## config.mk

```make
export PLATFORM = sky130hd
export DESIGN_NAME = irq_prio_bank
export DESIGN_NICKNAME = d
export VERILOG_FILES = /design/src/rtl/irq_prio_pkg.sv /design/src/rtl/irq_prio_word.sv /design/src/rtl/irq_prio_rdport.sv /design/src/rtl/irq_prio_lookup.sv /design/src/rtl/irq_prio_bank.sv
export SDC_FILE = /design/constraint.sdc
export NUM_CORES = 1
export LEC_CHECK = 0
export BUFFER_PORTS_ARGS = -buffer_cell sky130_fd_sc_hd__buf_4
export CAP_MARGIN = 20
export CORE_ASPECT_RATIO = 1.75
export CORE_MARGIN = 1.5
export CORE_UTILIZATION = 40
export CTS_BUF_LIST = sky130_fd_sc_hd__clkbuf_2
export DETAILED_ROUTE_END_ITERATION = 10
export PLACE_DENSITY = 0.56
export SYNTH_ARGS = -nofsm -noshare
export SYNTH_HDL_FRONTEND = slang
export SYNTH_SLANG_ARGS = --single-unit
```

## constraint.sdc

```tcl
create_clock -name clk_i -period 7.9 [get_ports clk_i]
set_clock_uncertainty 0.15 [all_clocks]
set_input_delay 1.58 -clock clk_i [delete_from_list [all_inputs] [get_ports clk_i]]
set_output_delay 1.58 -clock clk_i [all_outputs]
set_load 0.01 [all_outputs]
```

## src/rtl/irq_prio_pkg.sv

```systemverilog
package irq_prio_pkg;
  localparam int LANES  = 4;
  localparam int LANE_W = 8;
  localparam int DATA_W = LANES * LANE_W;

  function automatic logic [LANE_W-1:0] lane_mask(input int bits);
    logic [LANE_W-1:0] m;
    m = '0;
    for (int i = 0; i < LANE_W; i++)
      if (i >= LANE_W - bits) m[i] = 1'b1;
    return m;
  endfunction
endpackage

```

## src/rtl/irq_prio_word.sv

```systemverilog
module irq_prio_word
  import irq_prio_pkg::*;
#(
  parameter int PRIO_BITS = 5
) (
  input  logic              clk_i,
  input  logic              rst_ni,
  input  logic              we_i,
  input  logic [LANES-1:0]  strb_i,
  input  logic [DATA_W-1:0] wdata_i,
  output logic [DATA_W-1:0] word_o
);
  localparam int LO_W = LANE_W - PRIO_BITS;

  for (genvar l = 0; l < LANES; l++) begin : g_lane
    localparam int HI = l * LANE_W + LANE_W - 1;
    logic [PRIO_BITS-1:0] prio_q;

    always_ff @(posedge clk_i or negedge rst_ni) begin
      if (!rst_ni)                 prio_q <= '0;
      else if (we_i && strb_i[l])  prio_q <= wdata_i[HI -: PRIO_BITS];
    end

    assign word_o[HI -: PRIO_BITS] = prio_q;
    if (LO_W > 0) begin : g_pad
      assign word_o[l*LANE_W +: LO_W] = '0;
    end

    // an unstrobed lane holds
    p_lane_hold_r4: assert property (@(posedge clk_i) disable iff (!rst_ni)
      !(we_i && strb_i[l]) |=> $stable(word_o[HI -: LANE_W]));
  end
endmodule

```

## src/rtl/irq_prio_rdport.sv

```systemverilog
module irq_prio_rdport
  import irq_prio_pkg::*;
#(
  parameter int NUM_WORDS = 16,
  parameter int WIDX_W    = 8
) (
  input  logic                          clk_i,
  input  logic                          rst_ni,
  input  logic                          rd_en_i,
  input  logic [WIDX_W-1:0]             widx_i,
  input  logic [NUM_WORDS*DATA_W-1:0]   words_i,
  output logic [DATA_W-1:0]             rdata_o
);
  logic [DATA_W-1:0] sel;

  // OR-mux: an index with no matching word yields zero
  always_comb begin
    sel = '0;
    for (int w = 0; w < NUM_WORDS; w++)
      if (32'(widx_i) == w) sel = sel | words_i[w*DATA_W +: DATA_W];
  end

  always_ff @(posedge clk_i or negedge rst_ni) begin
    if (!rst_ni)      rdata_o <= '0;
    else if (rd_en_i) rdata_o <= sel;
  end
endmodule

```

## src/rtl/irq_prio_lookup.sv

```systemverilog
module irq_prio_lookup
  import irq_prio_pkg::*;
#(
  parameter int NUM_WORDS = 16,
  parameter int IRQ_W     = 10
) (
  input  logic [IRQ_W-1:0]              irq_i,
  input  logic [NUM_WORDS*DATA_W-1:0]   words_i,
  output logic [LANE_W-1:0]             prio_o
);
  logic [DATA_W-1:0] word;
  logic [1:0]        lane;

  assign lane = irq_i[1:0];

  always_comb begin
    word = '0;
    for (int w = 0; w < NUM_WORDS; w++)
      if (32'(irq_i[IRQ_W-1:2]) == w) word = word | words_i[w*DATA_W +: DATA_W];
  end

  assign prio_o = word[lane*LANE_W +: LANE_W];
endmodule

```

## src/rtl/irq_prio_bank.sv

```systemverilog
module irq_prio_bank
  import irq_prio_pkg::*;
#(
  parameter int NUM_IRQ   = 64,
  parameter int PRIO_BITS = 5,
  parameter int ADDR_W    = 10,
  parameter int IRQ_W     = 10
) (
  input  logic              clk_i,
  input  logic              rst_ni,
  input  logic [ADDR_W-1:0] addr_i,
  input  logic [31:0]       wdata_i,
  input  logic [3:0]        wstrb_i,
  input  logic              rd_en_i,
  output logic [31:0]       rdata_o,
  input  logic [IRQ_W-1:0]  lk_irq_i,
  output logic [7:0]        lk_prio_o
);
  localparam int NUM_WORDS = NUM_IRQ / LANES;
  localparam int WIDX_W    = ADDR_W - 2;
  localparam logic [DATA_W-1:0] MASK32 = {LANES{lane_mask(PRIO_BITS)}};

  logic [WIDX_W-1:0]           widx;
  logic                        wr_any;
  logic [NUM_WORDS*DATA_W-1:0] words;
  logic                        unused_addr_lo;

  assign widx           = addr_i[ADDR_W-1:2];
  assign wr_any         = |wstrb_i;
  assign unused_addr_lo = ^addr_i[1:0];

  for (genvar w = 0; w < NUM_WORDS; w++) begin : g_word
    logic we;
    assign we = wr_any && (32'(widx) == w);
    irq_prio_word #(.PRIO_BITS(PRIO_BITS)) u_word (
      .clk_i   (clk_i),
      .rst_ni  (rst_ni),
      .we_i    (we),
      .strb_i  (wstrb_i),
      .wdata_i (wdata_i),
      .word_o  (words[w*DATA_W +: DATA_W])
    );
  end

  irq_prio_rdport #(.NUM_WORDS(NUM_WORDS), .WIDX_W(WIDX_W)) u_rdport (
    .clk_i   (clk_i),
    .rst_ni  (rst_ni),
    .rd_en_i (rd_en_i),
    .widx_i  (widx),
    .words_i (words),
    .rdata_o (rdata_o)
  );

  irq_prio_lookup #(.NUM_WORDS(NUM_WORDS), .IRQ_W(IRQ_W)) u_lookup (
    .irq_i   (lk_irq_i),
    .words_i (words),
    .prio_o  (lk_prio_o)
  );

  p_rd_mask_r2: assert property (@(posedge clk_i) disable iff (!rst_ni)
    (rdata_o & ~MASK32) == '0);

  p_rd_oob_zero_r5: assert property (@(posedge clk_i) disable iff (!rst_ni)
    (rd_en_i && (32'(widx) >= NUM_WORDS)) |=> rdata_o == '0);

  p_rd_hold_r7: assert property (@(posedge clk_i) disable iff (!rst_ni)
    !rd_en_i |=> $stable(rdata_o));

  p_lk_oob_zero_r8: assert property (@(posedge clk_i) disable iff (!rst_ni)
    (32'(lk_irq_i) >= NUM_IRQ) |-> lk_prio_o == '0);
endmodule

```

* After elaboration in Yosys (flattened, before gate mapping)
Index checks and enable logic that the tools add are counted.
** Word-level totals
- Output and inout bits :: 40
- Word-level logic and storage cells :: 241
- Register bits :: 352
- Bits of input ports :: 59
** Operators by class
- Equality and inequality tests :: 30
- Mux-type cells :: 32
- Bitwise gates (word level) :: 30
- Reductions and logical operators :: 83
- Shifts and indexed selects :: 1
** Operator list (count)
- 32-bit two-way mux :: 32
- 32-bit OR :: 30
- 8-bit by 4-bit equality test with 1-bit output (second input constant) :: 16
- 1-bit logical AND :: 80
- 8-bit by 3-bit equality test with 1-bit output (second input constant) :: 8
- 8-bit by 2-bit equality test with 1-bit output (second input constant) :: 4
- 32-bit by 6-bit indexed part select with 8-bit output :: 1
- 8-bit by 1-bit equality test with 1-bit output (second input constant) :: 2
- 8-bit logical NOT :: 2
- 4-bit OR reduction :: 1

* Depth between registers and ports, before layout
- Word-level depth :: 33
- Gate-level depth with buffers :: 10
- Mapped depth without buffers :: 6

* Cells and area by module
A second synthesis with hierarchy kept.
** Unflattened totals
- Cells, all modules :: 2199
- Area, all modules :: 23498.8 um2
** Modules (own cells, without submodules)
- irq_prio_word :: sequential area each 500.5 um2, area each 834.6 um2, cells each 57, instances 16
- irq_prio_rdport :: sequential area each 800.8 um2, area each 5743.0 um2, cells each 689, instances 1
- irq_prio_lookup :: sequential area each 0.0 um2, area each 4204.0 um2, cells each 569, instances 1
- irq_prio_bank :: sequential area each 0.0 um2, area each 198.9 um2, cells each 29, instances 1

* Least setup slack after synthesis
OpenSTA, ideal clock, no wires.
- Path type :: input to output
- Start point :: in lk_irq_i[5]
- End point :: out lk_prio_o[6]
- Slack :: 2788 ps
- Stages on the path :: 8
- Arrival :: 3382 ps
- Required time :: 6170 ps
- Path buffers :: 3
- Path through :: buf_2 -> nor2_1 -> and3_1 -> clkbuf_1 -> clkbuf_1 -> a222oi_1 -> and4_1 -> o32ai_1
** Between the ends
- Longest elaborated chain between the ends :: 33
- Elaborated cells on any way between the ends :: 48
- Those cells by class :: 15 x eq/ne; 1 x shift; 16 x mux; 15 x bitwise; 1 x reduce/logical
** Ends and longest elaborated chain
- start, declared :: line irq_prio_bank.sv:16 : input logic [IRQ_W-1:0] lk_irq_i,
- 8-bit logical NOT :: line irq_prio_lookup.sv:19 : if (32'(irq_i[IRQ_W-1:2]) == w) word = word | words_i[w*DATA_W +: DATA_W];
- 32-bit two-way mux :: line irq_prio_lookup.sv:19
- 32-bit OR :: line irq_prio_lookup.sv:19
- 32-bit two-way mux :: line irq_prio_lookup.sv:19
- 32-bit OR :: line irq_prio_lookup.sv:19
- 32-bit two-way mux :: line irq_prio_lookup.sv:19
- 32-bit OR :: line irq_prio_lookup.sv:19
- 32-bit two-way mux :: line irq_prio_lookup.sv:19
- (+17 left out)
- 32-bit two-way mux :: line irq_prio_lookup.sv:19
- 32-bit OR :: line irq_prio_lookup.sv:19
- 32-bit two-way mux :: line irq_prio_lookup.sv:19
- 32-bit OR :: line irq_prio_lookup.sv:19
- 32-bit two-way mux :: line irq_prio_lookup.sv:19
- 32-bit OR :: line irq_prio_lookup.sv:19
- 32-bit two-way mux * :: line irq_prio_lookup.sv:19
- 32-bit by 6-bit indexed part select with 8-bit output * :: line irq_prio_lookup.sv:22 : assign prio_o = word[lane*LANE_W +: LANE_W];
- end, declared :: line irq_prio_bank.sv:17 : output logic [7:0] lk_prio_o
Every way passes the cells marked *; elsewhere a longest branch is shown, timed or not.

* Final worst setup path
- Start point :: in lk_irq_i[2]
- End point :: out lk_prio_o[6]
Same word-level chain as after synthesis.

==> impl_results.md <==
- Status: completed
- Post-Route WL: 75,250 um
- Final Hold Vio Count: 0
- Die Y: 284.8 um
- Synth-to-Final Area Change: 10.73%
- Worst setup startpoint: lk_irq_i[2]
- Largest stage delay, worst path: 0.77 ns
- Main flop type after synthesis: dfrtp_1
- Placed cell areas: 0.01928 mm2
- Setup ws final: 1.294 ns
- Root Buffer: clkbuf_2
- Critical Path RT: 6.17 ns
- Final instance area: 0.02010 mm2
- Num CTS Buffers: 80
- Tot GR Track Use: 32.59%
- Simple-gate portion of the synthesized area: 9.832%
- Placer Congestion: 0.9835
- Final non-filler cell total: 2,249
- Vias in the first global route: 15,378
- Synth unique cells: 74
- Nature of the critical path endpoint: output pin
- Ports: 99
- Asr flop ratio synth: 100.0%
- Clock latency on the worst-skew pair: 1.05 ns
- Worst-case headroom to the max-slew limit: 13.23%
- Post-Syn Area per Cell: 12.03 um2
- Min-delay src: g_word[9].u_word.g_lane[0].prio_q[3]
- Iteration-0 DRC count of the detailed router: 1,826
- Mapped Area: 0.01815 mm2
- Crit share post-route: 83.62%
- YS warnings: 0
- Post-synthesis compound-gate area fraction: 14.03%
- Minimum clock period: 6.606 ns
- Crit-path slowest cell: and2_1
- Post-Synth Adder-Cell Area: 0%
- H-tree depth: 3
- Post_cts resized: 0
- Rows: 103
- Synth Area in XOR/XNOR: 0%
- Register bit count reported by yosys: 340
- Post-route DRC violation count: 0
- Main combinational cell family by area after synthesis: multiplexers
- Initial core utilization: 40.35%
- Worst r2r src: g_word[13].u_word.g_lane[1].prio_q[2]
- Share of cells above drive strength 1: 39.03%
- Top achievable clock speed: 151.4 MHz
- Antenna-violating nets left: 0
- HP Class: register to register
- Initial DRT Pass Iterations: 7
- Number of flops mapped to enable cells by yosys: 0
- HPWL after DPL: 52,520 um
- Fin. max-slew vios: 0
- Peak fanout along the critical path: 25
- Die area: 0.04671 mm2
- # nets final: 1,668
- WL per Instance: 33.46 um
- Sequential element share of the synthesized area: 46.88%
- TritonCTS clock tree: yes
- Vias: 15,118
- Initial antenna violation count: 3
- Hold buffers post-CTS: 0
- Tightest Pin Transition: 1.300 ns
- First-pass GRT wire length: 108,700 um
- Pre-CTS WS: 1.568 ns
- Clk pin slew, worst setup/hold paths: 0.10 ns
- Mux contribution to synthesized area: 25.42%
- Crit path arrival time: 4.88 ns
- Vias per cell: 6.722
- DIE WIDTH: 164.0 um
- Clock Tree Buf Depth: 3
- Pwr/cell area: 178.8 mW/mm2
- Worst vdd ir: 96.12 uV
- PortBufs: 69
- RSZ-0062 raised after global routing: no
- Crit path kind: primary input to output pin
- Startpoint Class: primary input
- Final setup violation count: 0
- Setup Buffers After CTS: 0
- Placed insts: 2,104
- Critical-path cell list: buf_4 > and2_1 > and3_1 > a22oi_1 > nand3_1 > a2111oi_0 > buf_4 > o32ai_1 > buf_4
- Max Cap Viol: 0
- Global route overflow: 0
- Core ar.: 0.04498 mm2
- Post-synthesis cell count: 1,508
- Worst path most repeated cell: buf_4
- Sink Count: 340
- Setup TNS: 0 ns
- Largest net degree at the start of global routing: 157
- Leak: 9.435 nW
==> per-layer routing <==
| metal | GRT usage (%) | wire, um | part of all wire [%] |
|---|---|---|---|
| met5 | 0 | 0 | 0 |
| met4 | 28.18 | 7553 | 10 |
| met3 | 7.709 | 6712 | 8.9 |
| met2 | 50.56 | 34740 | 46 |
| met1 | 37.41 | 26240 | 35 |
==> cell type report <==
class                   instances  area [um2]
diodes                          4       10.01
fillers                      4308       24880
multi-input cells            1053        9037
repair buffers                128       988.4
clock buffers                 115       575.6
clock inverters                26       231.5
flip-flops and latches        340        8508
inverters                       6       22.52
well taps                     577       721.9
==> critical path: cells and delay by family <==
family | cells | cell delay, ns
simple gates | 3 | 1.52
buf+inv | 3 | 0.87
compound gates | 3 | 0.86
==> synthesized netlist by cell type (9+ instances only) <==
master / count / area, um2
buf_4: 25 / 187.7
nand4_1: 13 / 81.33
nor3_1: 18 / 90.09
a31oi_1: 10 / 62.56
a21oi_1: 31 / 155.2
mux2_2: 307 / 3457
nor2_1: 41 / 153.9
a222oi_1: 20 / 200.2
a22oi_1: 99 / 743.2
nand3_1: 23 / 115.1
mux2i_1: 45 / 450.4
nor2b_1: 9 / 56.30
nand2_1: 117 / 439.2
mux2_4: 35 / 525.5
nor4_1: 10 / 62.56
o21ai_0: 25 / 125.1
a22o_1: 41 / 359.1
dfrtp_1: 340 / 8508
buf_2: 41 / 205.2
clkbuf_1: 46 / 172.7
a221oi_1: 31 / 271.5
nand2_2: 12 / 75.07
==> worst paths after layout <==
path,to,slack [ns],depth (start not counted)
max reg2reg,u_rdport.rdata_o[13],5.86,5
max in group asynchronous,g_word[4].u_word.g_lane[1].prio_q[1],5.48,2
max,lk_prio_o[6],1.29,9
min,g_word[9].u_word.g_lane[0].prio_q[3],0.38,1
min reg2reg,g_word[9].u_word.g_lane[0].prio_q[3],0.38,1
min in group asynchronous,u_rdport.rdata_o[5],0.50,1
==> logic make-up after synthesis <==
kind of cell / Yosys count
AND/OR/NAND/NOR: 312
other: 1
flip-flops: 340
multiplexers: 397
AO/OA/AOI/OAI: 329
buffers and inverters: 129
==> through the flow <==
| step | util, % | power (mW) | hold WS (ns) |
|---|---|---|---|
| 6_report | 44.68 | 3.593 | 0.3835 |
| 3_5_place_dp | 42.86 | 2.306 | 0.3570 |
| 2_1_floorplan | - | 2.117 | 0.3371 |
| 3_3_place_gp | 42.83 | 2.296 | 0.3499 |
| 5_1_grt | 44.66 | 3.725 | 0.4100 |
| 4_1_cts | 44.66 | 3.614 | 0.3814 |
==> registers in the layout, indices dropped and copies added, names as in the netlist <==
name	count
u_rdport.rdata_o	20
g_word.u_word.g_lane.prio_q	320
==> report_power, final <==
part / total [mW] / leakage (nW) / internal [mW] / switching (mW)
logic: 0.371 / 4.18 / 0.142 / 0.229
clock network: 1.31 / 0.591 / 0.552 / 0.758
registers: 1.91 / 4.66 / 1.82 / 0.0878
total: 3.59 / 9.44 / 2.52 / 1.07
==> cell usage in the layout, fill, tap and decap left out, drive strengths merged, types with 6 or more instances in the layout <==
cell	n
and3	8
a221oi	31
mux2i	45
mux4	6
nand4	13
buf	128
a21oi	31
nor3	30
a2111oi	8
nor2b	9
nand2	136
or3	6
nor4	17
mux2	346
a222oi	20
a221o	6
o21ai	25
a22oi	99
a31oi	10
nand3	23
dfrtp	340
conb	15
clkbuf	115
a22o	41
clkinv	20
nor2	43
inv	7
nand2b	8
Power figures use the tool's default switching activity.
